`config.mk`:
```
export PLATFORM = sky130hd
export DESIGN_NAME = spare_addr_mapper
export DESIGN_NICKNAME = d
export VERILOG_FILES = /design/src/rtl/spare_map_pkg.sv /design/src/rtl/spare_size_div.sv /design/src/rtl/spare_walk.sv /design/src/rtl/spare_addr_form.sv /design/src/rtl/spare_addr_mapper.sv
export SDC_FILE = /design/constraint.sdc
export NUM_CORES = 1
export LEC_CHECK = 0
export ABC_AREA = 1
export BUFFER_PORTS_ARGS = -buffer_cell sky130_fd_sc_hd__buf_2
export CORE_MARGIN = 5
export CORE_UTILIZATION = 55
export DETAILED_ROUTE_END_ITERATION = 8
export PLACE_DENSITY = 0.86
export SKIP_LAST_GASP = 1
export SYNTH_ARGS = -nofsm -noshare
export SYNTH_HDL_FRONTEND = slang
export SYNTH_SLANG_ARGS = --single-unit
```
`constraint.sdc`:
```
create_clock -name clk -period 2.2 [get_ports clk]
set_clock_uncertainty 0.1 [all_clocks]
set_input_delay 0.33 -clock clk [delete_from_list [all_inputs] [get_ports clk]]
set_output_delay 0.33 -clock clk [all_outputs]
set_load 0.01 [all_outputs]
```
`src/rtl/spare_map_pkg.sv`:
```
package spare_map_pkg;

   typedef enum logic [1:0] {
      WK_IDLE   = 2'd0,
      WK_SEEK   = 2'd1,
      WK_STREAM = 2'd2,
      WK_DONE   = 2'd3
   } walk_state_t;

endpackage

```
`src/rtl/spare_size_div.sv`:
```
module spare_size_div #(
   parameter int PAGE_W    = 13,
   parameter int SPARE_W   = 8,
   parameter int CHUNK_LG2 = 9
) (
   input  logic               clk,
   input  logic               rst_n,
   input  logic               load,
   input  logic [PAGE_W-1:0]  page_size,
   input  logic [SPARE_W-1:0] spare_size,
   output logic               ready,
   output logic [SPARE_W-1:0] per_buf
);

   localparam int CNT_W = $clog2(SPARE_W + 1);
   localparam int CMP_W = (PAGE_W > SPARE_W + 1) ? PAGE_W : SPARE_W + 1;

   logic [PAGE_W-1:0]  divisor_q;
   logic [SPARE_W-1:0] quo_q;
   logic [SPARE_W-1:0] rem_q;
   logic [CNT_W-1:0]   cnt_q;
   logic               busy_q;
   logic               ready_q;

   logic [SPARE_W:0]   trial;
   logic               take;
   logic [PAGE_W-1:0]  chunks;

   assign chunks = page_size >> CHUNK_LG2;
   assign trial  = {rem_q, quo_q[SPARE_W-1]};
   assign take   = CMP_W'(trial) >= CMP_W'(divisor_q);

   always_ff @(posedge clk or negedge rst_n) begin
      if (!rst_n) begin
         divisor_q <= '0;
         quo_q     <= '0;
         rem_q     <= '0;
         cnt_q     <= '0;
         busy_q    <= 1'b0;
         ready_q   <= 1'b0;
      end else if (load) begin
         divisor_q <= (chunks == '0) ? PAGE_W'(1) : chunks;
         quo_q     <= spare_size;
         rem_q     <= '0;
         cnt_q     <= CNT_W'(SPARE_W);
         busy_q    <= 1'b1;
         ready_q   <= 1'b0;
      end else if (busy_q) begin
         rem_q <= take ? SPARE_W'(trial - (SPARE_W + 1)'(divisor_q))
                       : SPARE_W'(trial);
         quo_q <= {quo_q[SPARE_W-2:0], take};
         cnt_q <= cnt_q - CNT_W'(1);
         if (cnt_q == CNT_W'(1)) begin
            busy_q  <= 1'b0;
            ready_q <= 1'b1;
         end
      end
   end

   assign ready   = ready_q;
   assign per_buf = {quo_q[SPARE_W-1:1], 1'b0};


   cfg_drop_chk: assert property (@(posedge clk) disable iff (!rst_n)
      load |=> !ready);


   cfg_busy_chk: assert property (@(posedge clk) disable iff (!rst_n)
      busy_q |-> !ready);

endmodule

```
`src/rtl/spare_walk.sv`:
```
module spare_walk
   import spare_map_pkg::*;
#(
   parameter int OFF_W     = 8,
   parameter int LEN_W     = 9,
   parameter int SPARE_W   = 8,
   parameter int NUM_BUFS  = 8,
   parameter int BUF_BYTES = 64
) (
   input  logic                         clk,
   input  logic                         rst_n,
   input  logic                         start,
   input  logic [OFF_W-1:0]             offset,
   input  logic [LEN_W-1:0]             len,
   input  logic [SPARE_W-1:0]           per_buf,
   output logic                         idle,
   output logic [$clog2(NUM_BUFS)-1:0]  idx,
   output logic [$clog2(BUF_BYTES)-1:0] pos,
   output logic                         addr_valid,
   output logic                         done,
   output logic                         err
);

   localparam int IDX_W   = $clog2(NUM_BUFS);
   localparam int BUF_LG2 = $clog2(BUF_BYTES);
   localparam int CMP_W   = ((OFF_W > SPARE_W) ? OFF_W : SPARE_W) + 1;

   walk_state_t      state_q;
   logic [IDX_W-1:0] idx_q;
   logic [OFF_W-1:0] rem_q;
   logic [LEN_W-1:0] left_q;
   logic             err_q;

   logic [CMP_W-1:0] rem_x;
   logic [CMP_W-1:0] sb_x;
   logic             last_buf;
   logic             ovf;
   logic             wrap;

   assign rem_x    = CMP_W'(rem_q);
   assign sb_x     = CMP_W'(per_buf);
   assign last_buf = (idx_q == IDX_W'(NUM_BUFS - 1));
   assign ovf      = (rem_x >= CMP_W'(BUF_BYTES));
   assign wrap     = !last_buf && ((rem_x + CMP_W'(1)) == sb_x);

   always_ff @(posedge clk or negedge rst_n) begin
      if (!rst_n) begin
         state_q <= WK_IDLE;
         idx_q   <= '0;
         rem_q   <= '0;
         left_q  <= '0;
         err_q   <= 1'b0;
      end else begin
         case (state_q)
            WK_IDLE: begin
               if (start) begin
                  state_q <= WK_SEEK;
                  idx_q   <= '0;
                  rem_q   <= offset;
                  left_q  <= len;
                  err_q   <= 1'b0;
               end
            end
            WK_SEEK: begin
               if (!last_buf && (rem_x >= sb_x)) begin
                  rem_q <= rem_q - OFF_W'(sb_x);
                  idx_q <= idx_q + IDX_W'(1);
               end else begin
                  state_q <= (left_q == '0) ? WK_DONE : WK_STREAM;
               end
            end
            WK_STREAM: begin
               if (ovf) begin
                  err_q   <= 1'b1;
                  state_q <= WK_DONE;
               end else begin
                  left_q <= left_q - LEN_W'(1);
                  if (left_q == LEN_W'(1)) state_q <= WK_DONE;
                  if (wrap) begin
                     idx_q <= idx_q + IDX_W'(1);
                     rem_q <= '0;
                  end else begin
                     rem_q <= rem_q + OFF_W'(1);
                  end
               end
            end
            default: state_q <= WK_IDLE;
         endcase
      end
   end

   assign idle       = (state_q == WK_IDLE);
   assign idx        = idx_q;
   assign pos        = rem_q[BUF_LG2-1:0];
   assign addr_valid = (state_q == WK_STREAM) && !ovf;
   assign done       = (state_q == WK_DONE);
   assign err        = done && err_q;


   done_pulse_chk: assert property (@(posedge clk) disable iff (!rst_n)
      done |=> !done);


   err_with_done_chk: assert property (@(posedge clk) disable iff (!rst_n)
      err |-> done);


   seek_pos_chk: assert property (@(posedge clk) disable iff (!rst_n)
      (addr_valid && !last_buf) |-> (rem_x < sb_x));

endmodule

```
`src/rtl/spare_addr_form.sv`:
```
module spare_addr_form #(
   parameter int IDX_W      = 3,
   parameter int BUF_LG2    = 6,
   parameter int ADDR_W     = 13,
   parameter int SPARE_BASE = 'h1000
) (
   input  logic              clk,
   input  logic              rst_n,
   input  logic              valid,
   input  logic [IDX_W-1:0]  idx,
   input  logic [BUF_LG2-1:0] pos,
   output logic [ADDR_W-1:0] addr
);

   localparam int SPAN    = (1 << (IDX_W + BUF_LG2));
   localparam bit ALIGNED = ((SPARE_BASE % SPAN) == 0);

   generate
      if (ALIGNED) begin : g_or_map
         assign addr = ADDR_W'(SPARE_BASE) | ADDR_W'({idx, pos});
      end else begin : g_add_map
         assign addr = ADDR_W'(SPARE_BASE)
                     + (ADDR_W'(idx) << BUF_LG2)
                     + ADDR_W'(pos);
      end
   endgenerate


   addr_window_chk: assert property (@(posedge clk) disable iff (!rst_n)
      valid |-> ((addr >= ADDR_W'(SPARE_BASE)) &&
                 (addr <  ADDR_W'(SPARE_BASE + SPAN))));

endmodule

```
`src/rtl/spare_addr_mapper.sv`:
```
module spare_addr_mapper #(
   parameter int PAGE_W      = 13,
   parameter int SPARE_W     = 8,
   parameter int OFF_W       = 8,
   parameter int LEN_W       = 9,
   parameter int NUM_BUFS    = 8,
   parameter int BUF_BYTES   = 64,
   parameter int CHUNK_BYTES = 512,
   parameter int ADDR_W      = 13,
   parameter int SPARE_BASE  = 'h1000
) (
   input  logic               clk,
   input  logic               rst_n,
   input  logic               cfg_load,
   input  logic [PAGE_W-1:0]  cfg_page_size,
   input  logic [SPARE_W-1:0] cfg_spare_size,
   output logic               cfg_ready,
   input  logic               xfer_valid,
   input  logic [OFF_W-1:0]   xfer_offset,
   input  logic [LEN_W-1:0]   xfer_len,
   output logic               xfer_ready,
   output logic               ram_addr_valid,
   output logic [ADDR_W-1:0]  ram_addr,
   output logic               xfer_done,
   output logic               xfer_err
);

   localparam int IDX_W     = $clog2(NUM_BUFS);
   localparam int BUF_LG2   = $clog2(BUF_BYTES);
   localparam int CHUNK_LG2 = $clog2(CHUNK_BYTES);

   initial begin
      buf_pow2_chk: assert ((1 << BUF_LG2) == BUF_BYTES)
         else $error("BUF_BYTES must be a power of two");
      chunk_pow2_chk: assert ((1 << CHUNK_LG2) == CHUNK_BYTES)
         else $error("CHUNK_BYTES must be a power of two");
      bufs_chk: assert (NUM_BUFS >= 2 && (1 << IDX_W) == NUM_BUFS)
         else $error("NUM_BUFS must be a power of two of at least 2");
      addr_w_chk: assert (ADDR_W >= IDX_W + BUF_LG2 &&
                          (SPARE_BASE + NUM_BUFS * BUF_BYTES) <= (1 << ADDR_W))
         else $error("ADDR_W too narrow for the spare window");
      page_w_chk: assert (PAGE_W > CHUNK_LG2 && SPARE_W >= 2)
         else $error("PAGE_W or SPARE_W too narrow");
   end

   logic                 walk_idle;
   logic                 load_go;
   logic                 start_go;
   logic [SPARE_W-1:0]   per_buf;
   logic [IDX_W-1:0]     cur_idx;
   logic [BUF_LG2-1:0]   cur_pos;

   assign load_go    = cfg_load && walk_idle;
   assign xfer_ready = walk_idle && cfg_ready && !cfg_load;
   assign start_go   = xfer_valid && xfer_ready;

   spare_size_div #(
      .PAGE_W    (PAGE_W),
      .SPARE_W   (SPARE_W),
      .CHUNK_LG2 (CHUNK_LG2)
   ) i_div (
      .clk        (clk),
      .rst_n      (rst_n),
      .load       (load_go),
      .page_size  (cfg_page_size),
      .spare_size (cfg_spare_size),
      .ready      (cfg_ready),
      .per_buf    (per_buf)
   );

   spare_walk #(
      .OFF_W     (OFF_W),
      .LEN_W     (LEN_W),
      .SPARE_W   (SPARE_W),
      .NUM_BUFS  (NUM_BUFS),
      .BUF_BYTES (BUF_BYTES)
   ) i_walk (
      .clk        (clk),
      .rst_n      (rst_n),
      .start      (start_go),
      .offset     (xfer_offset),
      .len        (xfer_len),
      .per_buf    (per_buf),
      .idle       (walk_idle),
      .idx        (cur_idx),
      .pos        (cur_pos),
      .addr_valid (ram_addr_valid),
      .done       (xfer_done),
      .err        (xfer_err)
   );

   spare_addr_form #(
      .IDX_W      (IDX_W),
      .BUF_LG2    (BUF_LG2),
      .ADDR_W     (ADDR_W),
      .SPARE_BASE (SPARE_BASE)
   ) i_form (
      .clk   (clk),
      .rst_n (rst_n),
      .valid (ram_addr_valid),
      .idx   (cur_idx),
      .pos   (cur_pos),
      .addr  (ram_addr)
   );


   ready_busy_chk: assert property (@(posedge clk) disable iff (!rst_n)
      (ram_addr_valid || xfer_done) |-> !xfer_ready);


   step_chk: assert property (@(posedge clk) disable iff (!rst_n)
      (ram_addr_valid && $past(ram_addr_valid)) |->
         ((ram_addr == $past(ram_addr) + ADDR_W'(1)) ||
          (ram_addr[BUF_LG2-1:0] == '0)));

endmodule

```
=== After elaboration in Yosys (flattened, before gate mapping) ===
Index checks and enable logic that the tools add are counted.

* Register bits after elaboration: 49
* Bits of input ports: 42
* Output and inout bits: 18
* Logic and storage cells: 95

* $add $sub $neg: 7
* Order comparisons: 3
* Equality and inequality tests: 14
* Mux-type cells: 36
* Reduce and logical (&&, ||, !) cells: 24

{| class="wikitable"
|+ Operators by type and width
! kind !! number
|-
| $mux W8 || 9
|-
| $pmux W8 S3 || 1
|-
| $mux W9 || 2
|-
| $pmux W9 S2 || 1
|-
| $logic_not A13 Y1 || 1
|-
| $mux W3 || 4
|-
| $mux W4 || 3
|-
| $add A8 B1 Y9 const B || 1
|-
| $eq A9 B1 Y1 const B || 1
|-
| $eq A9 B8 Y1 || 1
|-
| $ge A9 B4 Y1 || 1
|-
| $logic_not A9 Y1 || 1
|-
| $mux W1 || 9
|-
| $pmux W3 S3 || 1
|-
| $reduce_and A3 Y1 || 3
|-
| $sub A9 B1 Y9 const B || 1
|-
| $add A8 B1 Y8 const B || 1
|-
| $ge A8 B7 Y1 const B || 1
|-
| $ge A8 B8 Y1 || 1
|-
| $logic_and A1 B1 Y1 || 8
|-
| $mux W2 || 4
|-
| $ne A2 B1 Y1 const B || 4
|-
| $sub A8 B4 Y8 || 1
|-
| $sub A8 B8 Y8 || 1
|-
| 17 further kinds || 23
|}

=== Longest topological paths before layout ===
* Word-level depth: 6
* Gate-level depth with buffers: 14

=== Hierarchy ===
Synthesis repeated with hierarchy kept, for this count alone.

* Cell total of the unflattened synthesis: 568
* Area, all modules: 3947.5 um2

{| class="wikitable"
|+ By module, submodules not included
! module !! times used !! cells each !! area an instance (um2) !! seq. area each (um2)
|-
| spare_walk || 1 || 355 || 2287.2 || 575.6
|-
| spare_size_div || 1 || 191 || 1520.2 || 650.6
|-
| spare_addr_form || 1 || 15 || 105.1 || 0.0
|-
| spare_addr_mapper || 1 || 7 || 35.0 || 0.0
|}

=== Worst setup path after synthesis ===
Ideal clock, no wire load.

* Path type: register to register
* Start point: reg i_walk.rem_q[3]
* End point: reg i_walk.rem_q[1]
* Data arrival time: 1.772 ns
* Required time: 1.983 ns
* Path slack: 0.210 ns
* Cell stages (with the launch flop): 12
* Path buffers: 0
* Period minus slack after synthesis: 1.990 ns
* Path through: dfrtp_1 -> ha_1 -> a21oi_1 -> nand2_1 -> nand4_1 -> nand4_1 -> nand2_1 -> nand2_1 -> nand2_1 -> inv_2 -> nand3_1 -> nand2_1

* Longest elaborated chain between the ends: 6
* Elaborated cells on any way between the ends: 12
* Those cells by class: 1 x add/sub; 2 x order compare; 3 x eq/ne; 3 x mux; 3 x reduce/logical

{| class="wikitable"
|+ Ends and longest elaborated chain
! item !! line !! text
|-
| start, declared || spare_walk.sv:30 || <nowiki>logic [OFF_W-1:0] rem_q;</nowiki>
|-
| start signal, assigned || spare_walk.sv:59 || <nowiki>rem_q <= offset;</nowiki>
|-
| start signal, assigned || spare_walk.sv:66 || <nowiki>rem_q <= rem_q - OFF_W'(sb_x);</nowiki>
|-
| start signal, assigned || spare_walk.sv:83 || <nowiki>rem_q <= rem_q + OFF_W'(1);</nowiki>
|-
| $add A8 B1 Y9 || spare_walk.sv:44 || <nowiki>assign wrap = !last_buf && ((rem_x + CMP_W'(1)) == sb_x);</nowiki>
|-
| $eq A9 B8 Y1 || spare_walk.sv:44 ||
|-
| $logic_and A1 B1 Y1 || spare_walk.sv:44 ||
|-
| $mux W8 || spare_walk.sv:79 || <nowiki>if (wrap) begin</nowiki>
|-
| $mux W8 || spare_walk.sv:73 || <nowiki>if (ovf) begin</nowiki>
|-
| $pmux W8 S3 || spare_walk.sv:54 || <nowiki>case (state_q)</nowiki>
|}

Parallel ways exist; a longest one is shown, timed or not. The select of a mux whose other input is x is not followed.
A chain may end at the register's enable or synchronous reset.

=== Final worst setup path ===
* Start point: reg i_walk.idx_q[0], in the netlist i_walk.idx[0]
* End point: reg i_walk.idx_q[0], in the netlist i_walk.idx[0]

* Longest elaborated chain between the ends: 5
* Elaborated cells on any way between the ends: 12
* Those cells by class: 1 x add/sub; 3 x eq/ne; 4 x mux; 4 x reduce/logical

{| class="wikitable"
|+ Ends and longest elaborated chain
! item !! line !! text
|-
| start, declared || spare_walk.sv:29 || <nowiki>logic [IDX_W-1:0] idx_q;</nowiki>
|-
| start signal, assigned || spare_walk.sv:67 || <nowiki>idx_q <= idx_q + IDX_W'(1);</nowiki>
|-
| start signal, assigned || spare_walk.sv:80 || <nowiki>idx_q <= idx_q + IDX_W'(1);</nowiki>
|-
| branches (longest 5 deep; another with $add A3 B1 Y3) || -- ||
|}

Parallel ways; which one is timed is not known. The select of a mux whose other input is x is not followed.

==> results.toml <==
[floorplan]
rows = 29
start_util_pct = 56.8
io_pins = 60
dieArea_um2 = 8280
dieWidth_um = 91
core_area_um2 = 6350
die_y_um = 91

[worst_hold_path]
hp-class = "primary input to register"

[critical_path]
cp.required_ns = 2.31
crit_type = "register to register"
critPathArrivalTime_ns = 2.25
crit_start = "i_walk.idx[0]"
path_buf_inv = 1
rr_startpoint = "i_walk.idx[0]"
setup.worst_path.start_class = "register"
cpPeakStageDelay_ns = 0.42
crit_end = "i_walk.idx[0]"
cp.depth = 12
reg2reg_depth = 12
crit_path_max_fanout = 8
cp_cell_sequence = "ha_1, ha_1, inv_1, nand4_1, nor2_2, nand3_1, nor2_2, nand3_4, nand2_4, nand3_4, nand2_1, o21ai_1"
cp_top_family = "simple AND/OR/NAND/NOR gates"
cpMaxStageDelayCell = "dfrtp_1"
ff2ff_setup_slack_ns = 0.06
worst_setup_path_end_kind = "register"
rr_endpoint = "i_walk.idx[0]"

[detailed_routing]
drt_wl_total_mm = 9.03
vias = 3455
drtAntennaViolNets = 0
post_drt_via_cell_ratio = 5.48
first_pass_iters = 5
detail_route.iter0.violations = 221
drc = 0
routedWlPerCell_um = 14.3

[run]
max-cap-violations = 0

[synthesis]
synth_area_um2 = 3610
synth_flop_cell = "dfrtp_1"
seq_area_frac_synth_pct = 34.0
synthCells = 497
ys_ff_latch = 49
synthArstFlopShare_pct = 100
synthXorXnorAreaFrac_pct = 1.91
yosys.area_share.adder_pct = 9.08
synth-edff-count = 0
ys_types = 41
synthMuxAreaShare_pct = 0
synth_top_family_by_area = "simple AND/OR/NAND/NOR gates"
syn_area_per_cell_um2 = 7.26
synth_compound_area_share_pct = 14.7
ys_warn_count = 0
synth-simple-area-share_pct = 28.7

[clock_network]
clock-sinks = 49
root_buffer = "clkbuf_8"
cts.reportedPaths.clkPinSlew_ns = 0.10
worst_skew_pair.late_latency_ns = 0.32
cts_buffers = 5
tritoncts = "built"
clockBufferDepth = 2
cts_setup_buffers = 0
htreeDepth = 2

[finish]
synthToLayoutAreaGrowth_pct = 14.8
final_cells = 631
antenna_cells = 0
fin_nets = 620
most-common-layout-cells = "126 x nand2_1, 66 x inv_1, 48 x dfrtp_1"
final_core_util_pct = 65.3
drive_gt1_share_pct = 20.9
fill_cells = 586
final_common_cell = "nand2_1"

[power_and_ir_drop]
p_total_mw = 1.54
irDropWorstVdd_mv = 0.362
leakagePower_nw = 2.16
p_per_area_nw_per_um2 = 372

[global_routing]
antenna_found_initial = 0
grt_max_degree = 19
grt-ovfl-total = 0
grt_usage_pct = 21.5
grt_pass1_wl_mm = 14.9
grt_pass1_vias = 3263

[status]
outcome = "complete, no violations"

[sta]
finalCritPeriodShare_pct = 97.4
fmax_mhz = 467
slew_viol_final = 0
timing.hold.ws_ns = 0.125
finalHoldViolCount = 0
rsz0062_at_grt = "true"
setup_viol = 0
min_period_ns = 2.14

[place]
placedCellCount = 622
io_buffers = 46
dpl.hpwl_mm = 7.00
place.gp.congestion = 0.944
==> sequential cells by signal (all words and copies together), names as in the netlist <==
| register | count |
|---|---|
| i_div.quo_q | 8 |
| i_walk.idx | 3 |
| i_div.ready | 1 |
| i_walk.left_q | 9 |
| i_div.rem_q | 8 |
| i_walk.rem_q | 8 |
| i_div.busy_q | 1 |
| i_div.cnt_q | 4 |
| i_walk.state_q | 2 |
| i_div.divisor_q | 4 |
| i_walk.err_q | 1 |
==> cell usage after synthesis (2+ instances only) <==
cell | n | area (µm²)
fa_1 | 2 | 40.0
a2bb2oi_1 | 2 | 17.5
nor2_1 | 32 | 120
nor3_1 | 4 | 20.0
nand2_1 | 128 | 480
nand3_1 | 34 | 170
a21oi_1 | 22 | 110
or2_2 | 8 | 50.1
nand3_4 | 2 | 35.0
o21ai_1 | 3 | 15.0
buf_4 | 14 | 105
inv_1 | 71 | 267
ha_1 | 23 | 288
o211ai_1 | 4 | 30.0
xor2_1 | 5 | 43.8
clkbuf_1 | 4 | 15.0
nand3_2 | 2 | 20.0
o22ai_1 | 4 | 25.0
o221ai_1 | 8 | 70.1
nor2_4 | 2 | 22.5
nand2_2 | 4 | 25.0
dfrtp_1 | 49 | 1230
nand4_1 | 7 | 43.8
a21o_1 | 2 | 15.0
buf_2 | 3 | 15.0
o21ai_0 | 36 | 180
a31oi_1 | 4 | 25.0
conb_1 | 2 | 7.51
nor2_2 | 4 | 25.0
==> layout make-up <==
cell class	count	area [µm²]	area share (%)
multi-input combinational	356	2050	49.5
sequential	49	1230	29.6
timing repair buffer	68	398	9.60
inverter	73	274	6.61
tap	77	96.3	2.32
clock buffer	5	68.8	1.66
clock inverter	3	26.3	0.634
==> routing by layer <==
metal  global-route usage (%)  vias to the layer above  wire [µm]
li1                         -                     1714          -
met1                     27.9                     1604       3850
met2                     35.9                      113       4470
met4                     7.46                        0        246
met5                        0                        -          0
met3                     3.88                       24        465
==> metrics by stage <==
| step | cell area, µm² | TNS, ns | worst slack [ns] |
|---|---|---|---|
| final | 4140 | 0 | 0.0573 |
| after floorplan | 3620 | 0 | 0.210 |
| after detailed placement | 3970 | 0 | 0.0517 |
| after CTS | 4070 | 0 | 0.00457 |
| after global routing | 4140 | -0.141 | -0.0556 |
| after global placement | 3970 | 0 | 0.156 |
==> worst reg2reg max path, cell delays in order, from the launching register on <==
cell,delay (ns)
dfrtp_1,0.42
ha_1,0.21
ha_1,0.17
inv_1,0.12
nand4_1,0.13
nor2_2,0.14
nand3_1,0.09
nor2_2,0.16
nand3_4,0.15
nand2_4,0.10
nand3_4,0.09
nand2_1,0.08
o21ai_1,0.07
==> worst min path at each step <==
stage / slack (ns) / end / cells after the start / start
final: 0.13 / i_div.quo_q[4] / 3 / cfg_spare_size[4]
after global routing: 0.13 / i_div.quo_q[4] / 3 / cfg_spare_size[4]
after CTS: 0.12 / i_div.quo_q[4] / 3 / cfg_spare_size[4]
after detailed placement: 0.15 / i_walk.left_q[3] / 1 / rst_n
after global placement: 0.15 / i_walk.left_q[3] / 1 / rst_n
after floorplan: -0.07 / i_div.busy_q / 0 / rst_n
==> kinds of logic (layout without fill, tap and decap cells) <==
group	after synthesis	after routing
simple gates	230	230
buf+inv	94	149
compound gates	90	90
flops	49	49
fa+ha+maj	25	25
xor+xnor	7	7
other cells	2	4
==> power by group <==
part / internal (mW) / total, mW / switching (mW)
logic: 0.0239 / 0.0559 / 0.0319
registers: 0.900 / 0.900 / 0
clock network: 0.232 / 0.585 / 0.353
total: 1.16 / 1.54 / 0.385
==> repair_timing <==
| action | CTS | global route |
|---|---|---|
| hold buffers | 1 | 0 |
| resized for setup | 1 | 17 |
| setup endpoints to repair | 1 | 17 |
| pin swaps | 0 | 1 |
| endpoints found under the hold margin | 13 | 0 |
Power figures use the tool's default switching activity.
